==> src/rtl/slot_etx_pkg.sv <==
package slot_etx_pkg;

    typedef enum logic [2:0] {
        ST_IDLE,   // no frame, no opportunity
        ST_OPEN,   // opportunity held, waiting for the MAC
        ST_HOLD,   // frame being buffered, waiting for grant
        ST_SEND,   // frame going to the line
        ST_COLL,   // logical collision toward the MAC
        ST_WAIT    // collision over, deferring until next grant
    } etx_state_e;

endpackage

==> src/rtl/etx_nib_fifo.sv <==
module etx_nib_fifo #(
    parameter int W     = 4,
    parameter int DEPTH = 12
) (
    input  logic                         clk,
    input  logic                         rst_n,
    input  logic                         push,
    input  logic                         pop,
    input  logic                         clr,
    input  logic [W-1:0]                 din,
    output logic [W-1:0]                 dout,
    output logic [$clog2(DEPTH+1)-1:0]   count
);
    localparam int PW = (DEPTH > 1) ? $clog2(DEPTH) : 1;
    localparam int CW = $clog2(DEPTH + 1);

    typedef struct packed {
        logic [PW-1:0] wr;
        logic [PW-1:0] rd;
        logic [CW-1:0] cnt;
    } fifo_st_t;

    fifo_st_t q, d;
    logic [W-1:0] mem [DEPTH];

    function automatic logic [PW-1:0] nxt(input logic [PW-1:0] p);
        return (p == PW'(DEPTH - 1)) ? '0 : p + 1'b1;
    endfunction

    always_comb begin
        d = q;
        if (clr) begin
            d = '0;
        end else begin
            if (push) d.wr = nxt(q.wr);
            if (pop)  d.rd = nxt(q.rd);
            case ({push, pop})
                2'b10:   d.cnt = q.cnt + 1'b1;
                2'b01:   d.cnt = q.cnt - 1'b1;
                default: d.cnt = q.cnt;
            endcase
        end
    end

    always_ff @(posedge clk) begin
        if (!rst_n) q <= '0;
        else        q <= d;
    end

    always_ff @(posedge clk) begin
        if (push && !clr) mem[q.wr] <= din;
    end

    assign dout  = mem[q.rd];
    assign count = q.cnt;

endmodule

==> src/rtl/etx_slot_fsm.sv <==
module etx_slot_fsm
    import slot_etx_pkg::*;
#(
    parameter int W        = 4,
    parameter int DEPTH    = 12,
    parameter int OPEN_WIN = 4
) (
    input  logic                         clk,
    input  logic                         rst_n,
    input  logic                         mac_txen,
    input  logic [W-1:0]                 mac_txd,
    input  logic                         slot_grant,
    input  logic [$clog2(DEPTH+1)-1:0]   fifo_cnt,
    input  logic [W-1:0]                 fifo_head,
    output logic                         fifo_push,
    output logic                         fifo_pop,
    output logic                         fifo_clr,
    output logic                         line_txen,
    output logic [W-1:0]                 line_txd,
    output logic                         crs,
    output logic                         col
);
    localparam int CW = $clog2(DEPTH + 1);
    localparam int WW = (OPEN_WIN > 1) ? $clog2(OPEN_WIN) : 1;

    typedef struct packed {
        etx_state_e     st;
        logic [WW-1:0]  win;
        logic           done;   // MAC has ended the current frame
        logic           txen;
        logic [W-1:0]   txd;
    } fsm_st_t;

    fsm_st_t q, d;
    logic    wr_ok;

    always_comb begin
        d         = q;
        d.txen    = 1'b0;
        fifo_push = 1'b0;
        fifo_pop  = 1'b0;
        fifo_clr  = 1'b0;
        wr_ok     = mac_txen && !q.done;
        case (q.st)
            ST_IDLE, ST_OPEN: begin
                if (mac_txen && (slot_grant || q.st == ST_OPEN)) begin
                    d.st   = ST_SEND;       // opportunity held: pass through
                    d.done = 1'b0;
                    d.txen = 1'b1;
                    d.txd  = mac_txd;
                end else if (mac_txen) begin
                    d.st      = ST_HOLD;    // no opportunity: start buffering
                    d.done    = 1'b0;
                    fifo_push = 1'b1;
                end else if (q.st == ST_IDLE && slot_grant) begin
                    d.st  = ST_OPEN;
                    d.win = WW'(OPEN_WIN - 1);
                end else if (q.st == ST_OPEN) begin
                    if (q.win == '0) d.st = ST_IDLE;
                    else             d.win = q.win - 1'b1;
                end
            end
            ST_HOLD: begin
                if (!mac_txen) d.done = 1'b1;
                if (slot_grant) begin
                    // grant has priority over a simultaneous fill
                    d.st      = ST_SEND;
                    fifo_pop  = 1'b1;
                    fifo_push = wr_ok;
                    d.txen    = 1'b1;
                    d.txd     = fifo_head;
                end else if (wr_ok && fifo_cnt == CW'(DEPTH - 1)) begin
                    d.st     = ST_COLL;
                    fifo_clr = 1'b1;
                end else begin
                    fifo_push = wr_ok;
                end
            end
            ST_SEND: begin
                if (!mac_txen) d.done = 1'b1;
                if (fifo_cnt != '0) begin
                    fifo_pop  = 1'b1;
                    fifo_push = wr_ok;
                    d.txen    = 1'b1;
                    d.txd     = fifo_head;
                end else if (wr_ok) begin
                    d.txen = 1'b1;
                    d.txd  = mac_txd;
                end else begin
                    d.st = ST_IDLE;
                end
            end
            ST_COLL: begin
                if (!mac_txen) d.st = ST_WAIT;
            end
            ST_WAIT: begin
                if (slot_grant) begin
                    d.st  = ST_OPEN;
                    d.win = WW'(OPEN_WIN - 1);
                end
            end
            default: d.st = ST_IDLE;
        endcase
    end

    always_ff @(posedge clk) begin
        if (!rst_n) begin
            q      <= '0;
            q.st   <= ST_IDLE;
        end else begin
            q <= d;
        end
    end

    assign line_txen = q.txen;
    assign line_txd  = q.txd;
    assign col       = (q.st == ST_COLL);
    assign crs       = (q.st == ST_HOLD) || (q.st == ST_SEND) ||
                       (q.st == ST_COLL) || (q.st == ST_WAIT);

endmodule

==> src/rtl/slot_tx_elastic.sv <==
module slot_tx_elastic #(
    parameter int NIB_W    = 4,
    parameter int DEPTH    = 12,
    parameter int OPEN_WIN = 4
) (
    input  logic             clk,
    input  logic             rst_n,
    input  logic             mac_txen,
    input  logic [NIB_W-1:0] mac_txd,
    input  logic             slot_grant,
    output logic             line_txen,
    output logic [NIB_W-1:0] line_txd,
    output logic             mac_crs,
    output logic             mac_col
);
    localparam int CW = $clog2(DEPTH + 1);

    logic             push, pop, clr;
    logic [NIB_W-1:0] head;
    logic [CW-1:0]    cnt;

    etx_nib_fifo #(.W(NIB_W), .DEPTH(DEPTH)) u_fifo (
        .clk   (clk),
        .rst_n (rst_n),
        .push  (push),
        .pop   (pop),
        .clr   (clr),
        .din   (mac_txd),
        .dout  (head),
        .count (cnt)
    );

    etx_slot_fsm #(.W(NIB_W), .DEPTH(DEPTH), .OPEN_WIN(OPEN_WIN)) u_fsm (
        .clk        (clk),
        .rst_n      (rst_n),
        .mac_txen   (mac_txen),
        .mac_txd    (mac_txd),
        .slot_grant (slot_grant),
        .fifo_cnt   (cnt),
        .fifo_head  (head),
        .fifo_push  (push),
        .fifo_pop   (pop),
        .fifo_clr   (clr),
        .line_txen  (line_txen),
        .line_txd   (line_txd),
        .crs        (mac_crs),
        .col        (mac_col)
    );

endmodule

==> config.mk <==
export PLATFORM = sky130hd
export DESIGN_NAME = slot_tx_elastic
export DESIGN_NICKNAME = d
export VERILOG_FILES = /design/src/rtl/slot_etx_pkg.sv /design/src/rtl/etx_nib_fifo.sv /design/src/rtl/etx_slot_fsm.sv /design/src/rtl/slot_tx_elastic.sv
export SDC_FILE = /design/constraint.sdc
export NUM_CORES = 1
export LEC_CHECK = 0
export CAP_MARGIN = 0
export CORE_ASPECT_RATIO = 0.6
export CORE_MARGIN = 4
export CORE_UTILIZATION = 39
export CTS_BUF_LIST = sky130_fd_sc_hd__clkbuf_8 sky130_fd_sc_hd__clkbuf_16
export DETAILED_ROUTE_END_ITERATION = 12
export GPL_ROUTABILITY_DRIVEN = 0
export MAX_ROUTING_LAYER = met4
export PLACE_DENSITY = 0.6
export SYNTH_ARGS = -nofsm -noshare
export SYNTH_HDL_FRONTEND = slang
export SYNTH_HIERARCHICAL = 1
export SYNTH_SLANG_ARGS = --single-unit
==> constraint.sdc <==
create_clock -name clk -period 6.5 [get_ports clk]
set_input_delay 0.975 -clock clk [delete_from_list [all_inputs] [get_ports clk]]
set_output_delay 0.975 -clock clk [all_outputs]
set_load 0.02 [all_outputs]
# After elaboration in Yosys (flattened, before gate mapping)
# Memories as Yosys holds them, arrays and structs flattened. A register that Yosys moved wholly into a read port is not among the register bits.
# Cells that the tools add are included.
[totals] ramBits=48 wordCells=106 register_bits=23 mem_count=1 output_inout_bits=7 in_bits=8
[memory_table] name="u_fifo.mem" words=12 width=4 read_ports=1 rd_ports_with_merged_regs=1 wr=1 line_no="etx_nib_fifo.sv:24" text="logic [W-1:0] mem [DEPTH];"
[classes] eq_ne=25 reduce_logical=23 add_sub_neg=5 n_bitwise=1 muxes=43
[op_table] cell="2-to-1 mux 5 bit" n=7
[op_table] cell="2-to-1 mux 3 bit" n=8
[op_table] cell="one-hot mux 6 bit (3 select lines)" n=1
[op_table] cell="2-to-1 mux 4 bit" n=4
[op_table] cell="2-to-1 mux 1 bit" n=15
[op_table] cell="one-hot mux 3 bit (5 select lines)" n=1
[op_table] cell="!= test 2 bit, second input constant" n=7
[op_table] cell="adder 4 x 1 -> 4 bit, second input constant" n=3
[op_table] cell="== test 4 bit, second input constant" n=3
[op_table] cell="!= test 5 x 2 -> 1 bit, second input constant" n=2
[op_table] cell="!= test 3 x 2 -> 1 bit, second input constant" n=3
[op_table] cell="one-hot mux 4 bit (2 select lines)" n=1
[op_table] cell="AND reduction 7 bit" n=1
[op_table] cell="== test 3 x 2 -> 1 bit, second input constant" n=2
[op_table] cell="== test 3 bit, second input constant" n=2
[op_table] cell="2-to-1 mux 2 bit" n=3
[op_table] cell="!= test 3 x 1 -> 1 bit, second input constant" n=2
[op_table] cell="AND reduction 6 bit" n=1
[op_table] cell="logical AND 1 bit" n=5
[op_table] cell="logical OR 1 bit" n=4
[op_table] cell="one-hot mux 2 bit (2 select lines)" n=1
[op_table] cell="AND reduction 4 bit" n=1
[op_table] cell="nonzero test 2 bit" n=2
[op_table] cell="nonzero test 4 bit" n=1
[op_table] cell="other kinds (15)" n=17

# Logic depth before layout (Yosys ltp)
[depth] word_depth=10 depth_mapped=14 mapped_depth_nobuf=12

# Modules after synthesis
# The synthesis kept the hierarchy.
[by_module_without_submodules] module="etx_nib_fifo" seq_area_each_um2=1761.7 n_inst=1 area_each_um2=2721.4 cells_per_inst=178
[by_module_without_submodules] module="etx_slot_fsm" seq_area_each_um2=220.2 n_inst=1 area_each_um2=957.2 cells_per_inst=114

# Worst setup path after synthesis
# OpenSTA, ideal clock, no wires.
[synth_timing] path_kind="input port to flip-flop" start="in mac_txen" end="reg u_fifo.q, in the netlist u_fifo/count[2]" t_arrival_ns=3.471 slack_ns=2.958 path_stages=12 setup_ns=0.071 n_path_buf=1 required_ns=6.429 path_cell_list="buf_2 and4bb_2 o21ai_1 o32ai_1 inv_1 ha_1 xor2_1 ha_1 a21oi_1 xor2_1 or3_1 a21oi_1"
[synth_between] elab_chain_cells=7 word_cells_on_any_way=17 cone_classes="2 x eq/ne; 10 x mux; 5 x reduce/logical"
[synth_lines] item="start, declared" line_no="slot_tx_elastic.sv:8" text="input logic mac_txen,"
[synth_lines] item="logical AND 1 bit" line_no="etx_slot_fsm.sv:43" text="wr_ok = mac_txen && !q.done;"
[synth_lines] item="logical AND 1 bit" line_no="etx_slot_fsm.sv:72" text="end else if (wr_ok && fifo_cnt == CW'(DEPTH - 1)) begin"
[synth_lines] item="2-to-1 mux 1 bit" line_no="etx_slot_fsm.sv:72"
[synth_lines] item="2-to-1 mux 1 bit" line_no="etx_slot_fsm.sv:65" text="if (slot_grant) begin"
[synth_lines] item="one-hot mux 1 bit (3 select lines) (*)" line_no="etx_slot_fsm.sv:44" text="case (q.st)"
[synth_lines] item="net push" line_no="slot_tx_elastic.sv:18" text="logic push, pop, clr;"
[synth_lines] item="== test 2 x 1 -> 1 bit or == test 2 bit (tied branches)" line_no="etx_nib_fifo.sv:37" text="case ({push, pop})"
[synth_lines] item="one-hot mux 4 bit (2 select lines) or nonzero test 2 bit (tied branches)"
[synth_lines] item="end signal, assigned" line_no="etx_nib_fifo.sv:46" text="if (!rst_n) q <= '0;"
[synth_lines] item="end signal, assigned" line_no="etx_nib_fifo.sv:47" text="else q <= d;"
[synth_lines] item="end, declared" line_no="etx_nib_fifo.sv:23" text="fifo_st_t q, d;"
# Mark *: on every way through the listed nets, which the timed path passes. The rest lies on a longest branch.
# A chain may end at the register's enable or synchronous reset.

# Final worst setup path
# Ends and elaborated chain as after synthesis.

==> impl_metrics.tcl <==
set metrics [dict create \
    synthArstFlopShare 0 \
    detail_route.wl_per_cell_um 17.0 \
    synth_compound_area_frac 0.127 \
    synth_xor_xnor_area_share 0.00714 \
    die_w_um 133 \
    dp_hpwl_mm 5.19 \
    dr.pass1.iters 5 \
    vias_per_cell 5.44 \
    tns_ps 0 \
    max_clock_freq_mhz 234 \
    io_buffers 14 \
    cp-end-kind "flop" \
    peakVddDrop_mv 0.150 \
    crit_slowest_cell "o32ai_1" \
    critPathArrivalTime_ps 4520 \
    final_max_slew_viol_count 0 \
    antenna_found_initial 0 \
    track_usage 0.145 \
    synth-simple-area-share 0.134 \
    ys_top_cells_by_count "48 x edfxtp_1, 27 x dfxtp_1, 18 x nand2_1" \
    grt_pass1_vias 2179 \
    synthToLayoutAreaGrowth_pct 13.0 \
    required_ps 6760 \
    grt_max_degree 21 \
    rows 27 \
    ys_seq_area_frac 0.539 \
    synth_top_family_by_area "simple AND/OR/NAND/NOR gates" \
    postLayoutCellArea_um2 4160 \
    n_antenna_cell 0 \
    min_period_ps 4270 \
    crit_path_max_incr_delay_ps 820 \
    hp-class "flop to flop" \
    final_layout_size_suffix_gt1_frac 0.115 \
    synth_cells 292 \
    placed_area_um2 3860 \
    cp_max_fo 9 \
    rsz0062_at_grt "no" \
    core_um2 9190 \
    worst_pin_slew_ps 950 \
    nets 319 \
    drt_iter0_drc 315 \
    die_area_um2 11100 \
    synth_flop_cell "edfxtp_1" \
    syn_avg_cell_area_um2 12.6 \
    start_kind "input pin" \
    synth_top_area_frac 0.392 \
    vias 2363 \
    synth.net_count 312 \
    hold_viol 0 \
    post-place-cells 418 \
    grt-ovfl-total 0 \
    yosys.cell_count.top_type "edfxtp_1" \
    clk_pin_slew_ps 60 \
    drt_drc_violations_left 0 \
    synthesis.area_um2 3680 \
    fin_cells 434 \
    synth_cell_types 57 \
    grt_pass1_wl_mm 11.8 \
    htreeDepth 3 \
    cts_resized 0 \
    cts_sinks 75 \
    drt_wl_total_mm 7.38 \
    outcome "finished, final reports clean" \
    path_cells "clkdlybuf4s50_1 -> and4bb_2 -> o21ai_1 -> o32ai_1 -> inv_1 -> ha_1 -> xor2_1 -> ha_1 -> a21oi_1 -> xor2_1 -> or3_1 -> a21oi_1" \
    fill_cells 849 \
    tritoncts "yes" \
    synth_mux_area_frac 0.104 \
    synth_edf_count 48 \
    die_h_um 83.2 \
    io-pin-count 15 \
    pre_cts_slack_ps 1980 \
    p_per_area_nw_per_um2 311 \
    clockBufferDepth 2 \
    synth_warnings 6 \
    postCtsSetupRepairBufs 0 \
    synth_fa_ha_area_frac 0.0408 \
    clk_latency_ps 340 \
    setup_viol 0 \
    ant_nets 0 \
    root_buffer "clkbuf_16" \
    cts_buffers 9 \
    slew-limit-headroom 0.365 \
    drv_cap 0 \
    crit_type "input pin to flop" \
    synth_seq_cells 75 \
    yosysTopAreaCell "edfxtp_1" \
    p_leak_nw 1.36 \
    finalCritPeriodShare 0.657 \
    ctsHoldBuffers 0 \
    initial_core_util 0.400 \
    ys_top_cells_by_area "edfxtp_1 39%, dfxtp_1 15%, mux4_2 5.5%" \
    setup_slack_ps 2230 \
    finClkSkew_ps 7.17 \
]
[flip-flops by register name, indices dropped and copies added, names as in the netlist, named ones only]
signal and cells:
u_fifo/mem 48, u_fifo/q 8, u_fsm/q 6, u_fifo/count 4, u_fsm/line_txd 4, u_fsm/line_txen 1
[routing by layer]
layer / GRT usage / vias up / part of all wire
li1: - / 1133 / -
met4: 0.0504 / 0 / 0.016
met1: 0.223 / 1142 / 0.54
met3: 0.0521 / 8 / 0.058
met2: 0.169 / 80 / 0.38
met5: - / - / 0
[critical path, delay by kind of cell]
kind | cells | cell delay, ps
and+or+nand+nor | 2 | 670
AOI/OAI and AO/OA | 4 | 1210
adders and majority gates | 2 | 510
xor gates and xnor gates | 2 | 270
buffers and inverters | 2 | 870
[layout by cell type, fill, tap and decap left out, types with 4 or more instances in the layout]
cell type,n
inv_1,13
mux2i_1,9
nor3_1,5
a211oi_1,5
a311oi_1,6
dfxtp_1,27
a32oi_1,4
o21ai_0,10
and2_1,17
mux4_2,9
ha_1,12
clkdlybuf4s50_1,14
edfxtp_1,48
clkbuf_16,9
nand2b_1,7
nor2_1,15
a21oi_1,16
nand2_1,18
[power by group]
part           switching, W  leakage (nW)  total, W  internal [W]
clock network      0.000189         0.149  0.000485      0.000296
logic              0.000129         0.554  0.000233      0.000103
registers         0.0000387         0.652  0.000574      0.000535
[logic make-up (layout without fill, tap and decap cells)]
logic type               after synthesis  count (layout)
AND/OR/NAND/NOR                       85              85
adder cells (fa/ha/maj)               12              12
flip-flops                            75              75
buffers and inverters                 33              45
XOR/XNOR                               3               3
AO/OA/AOI/OAI                         62              62
multiplexers                          22              22
[path summary, 6_finish.rpt]
kind              slack (ps)  cells after the start               to        from
setup / recovery        2230                     12  u_fifo/count[2]    mac_txen
hold / removal           500                      2       u_fsm/q[7]  u_fsm/q[7]
setup reg to reg        2790                     12  u_fifo/count[2]  u_fsm/q[9]
hold reg to reg          500                      2       u_fsm/q[7]  u_fsm/q[7]
[per-stage QoR]
step	hold WS, ps	total power (W)	util
global route	523	0.00135	0.452
detailed placement	499	0.000815	0.420
floorplan	444	0.000761	-
global placement	462	0.000813	0.420
CTS	508	0.00131	0.452
finish	498	0.00129	0.452
[cell type report]
type                    count  area (um2)  share of cell area
clock inverters             7        68.8              0.0166
inverters                  14        52.6              0.0126
well taps                 130         163              0.0391
clock buffers               9         225              0.0542
multi-input cells         184        1520               0.365
flip-flops and latches     75        1980               0.477
repair buffers             15         148              0.0355
No activity file was read; power rests on OpenSTA's default activity.
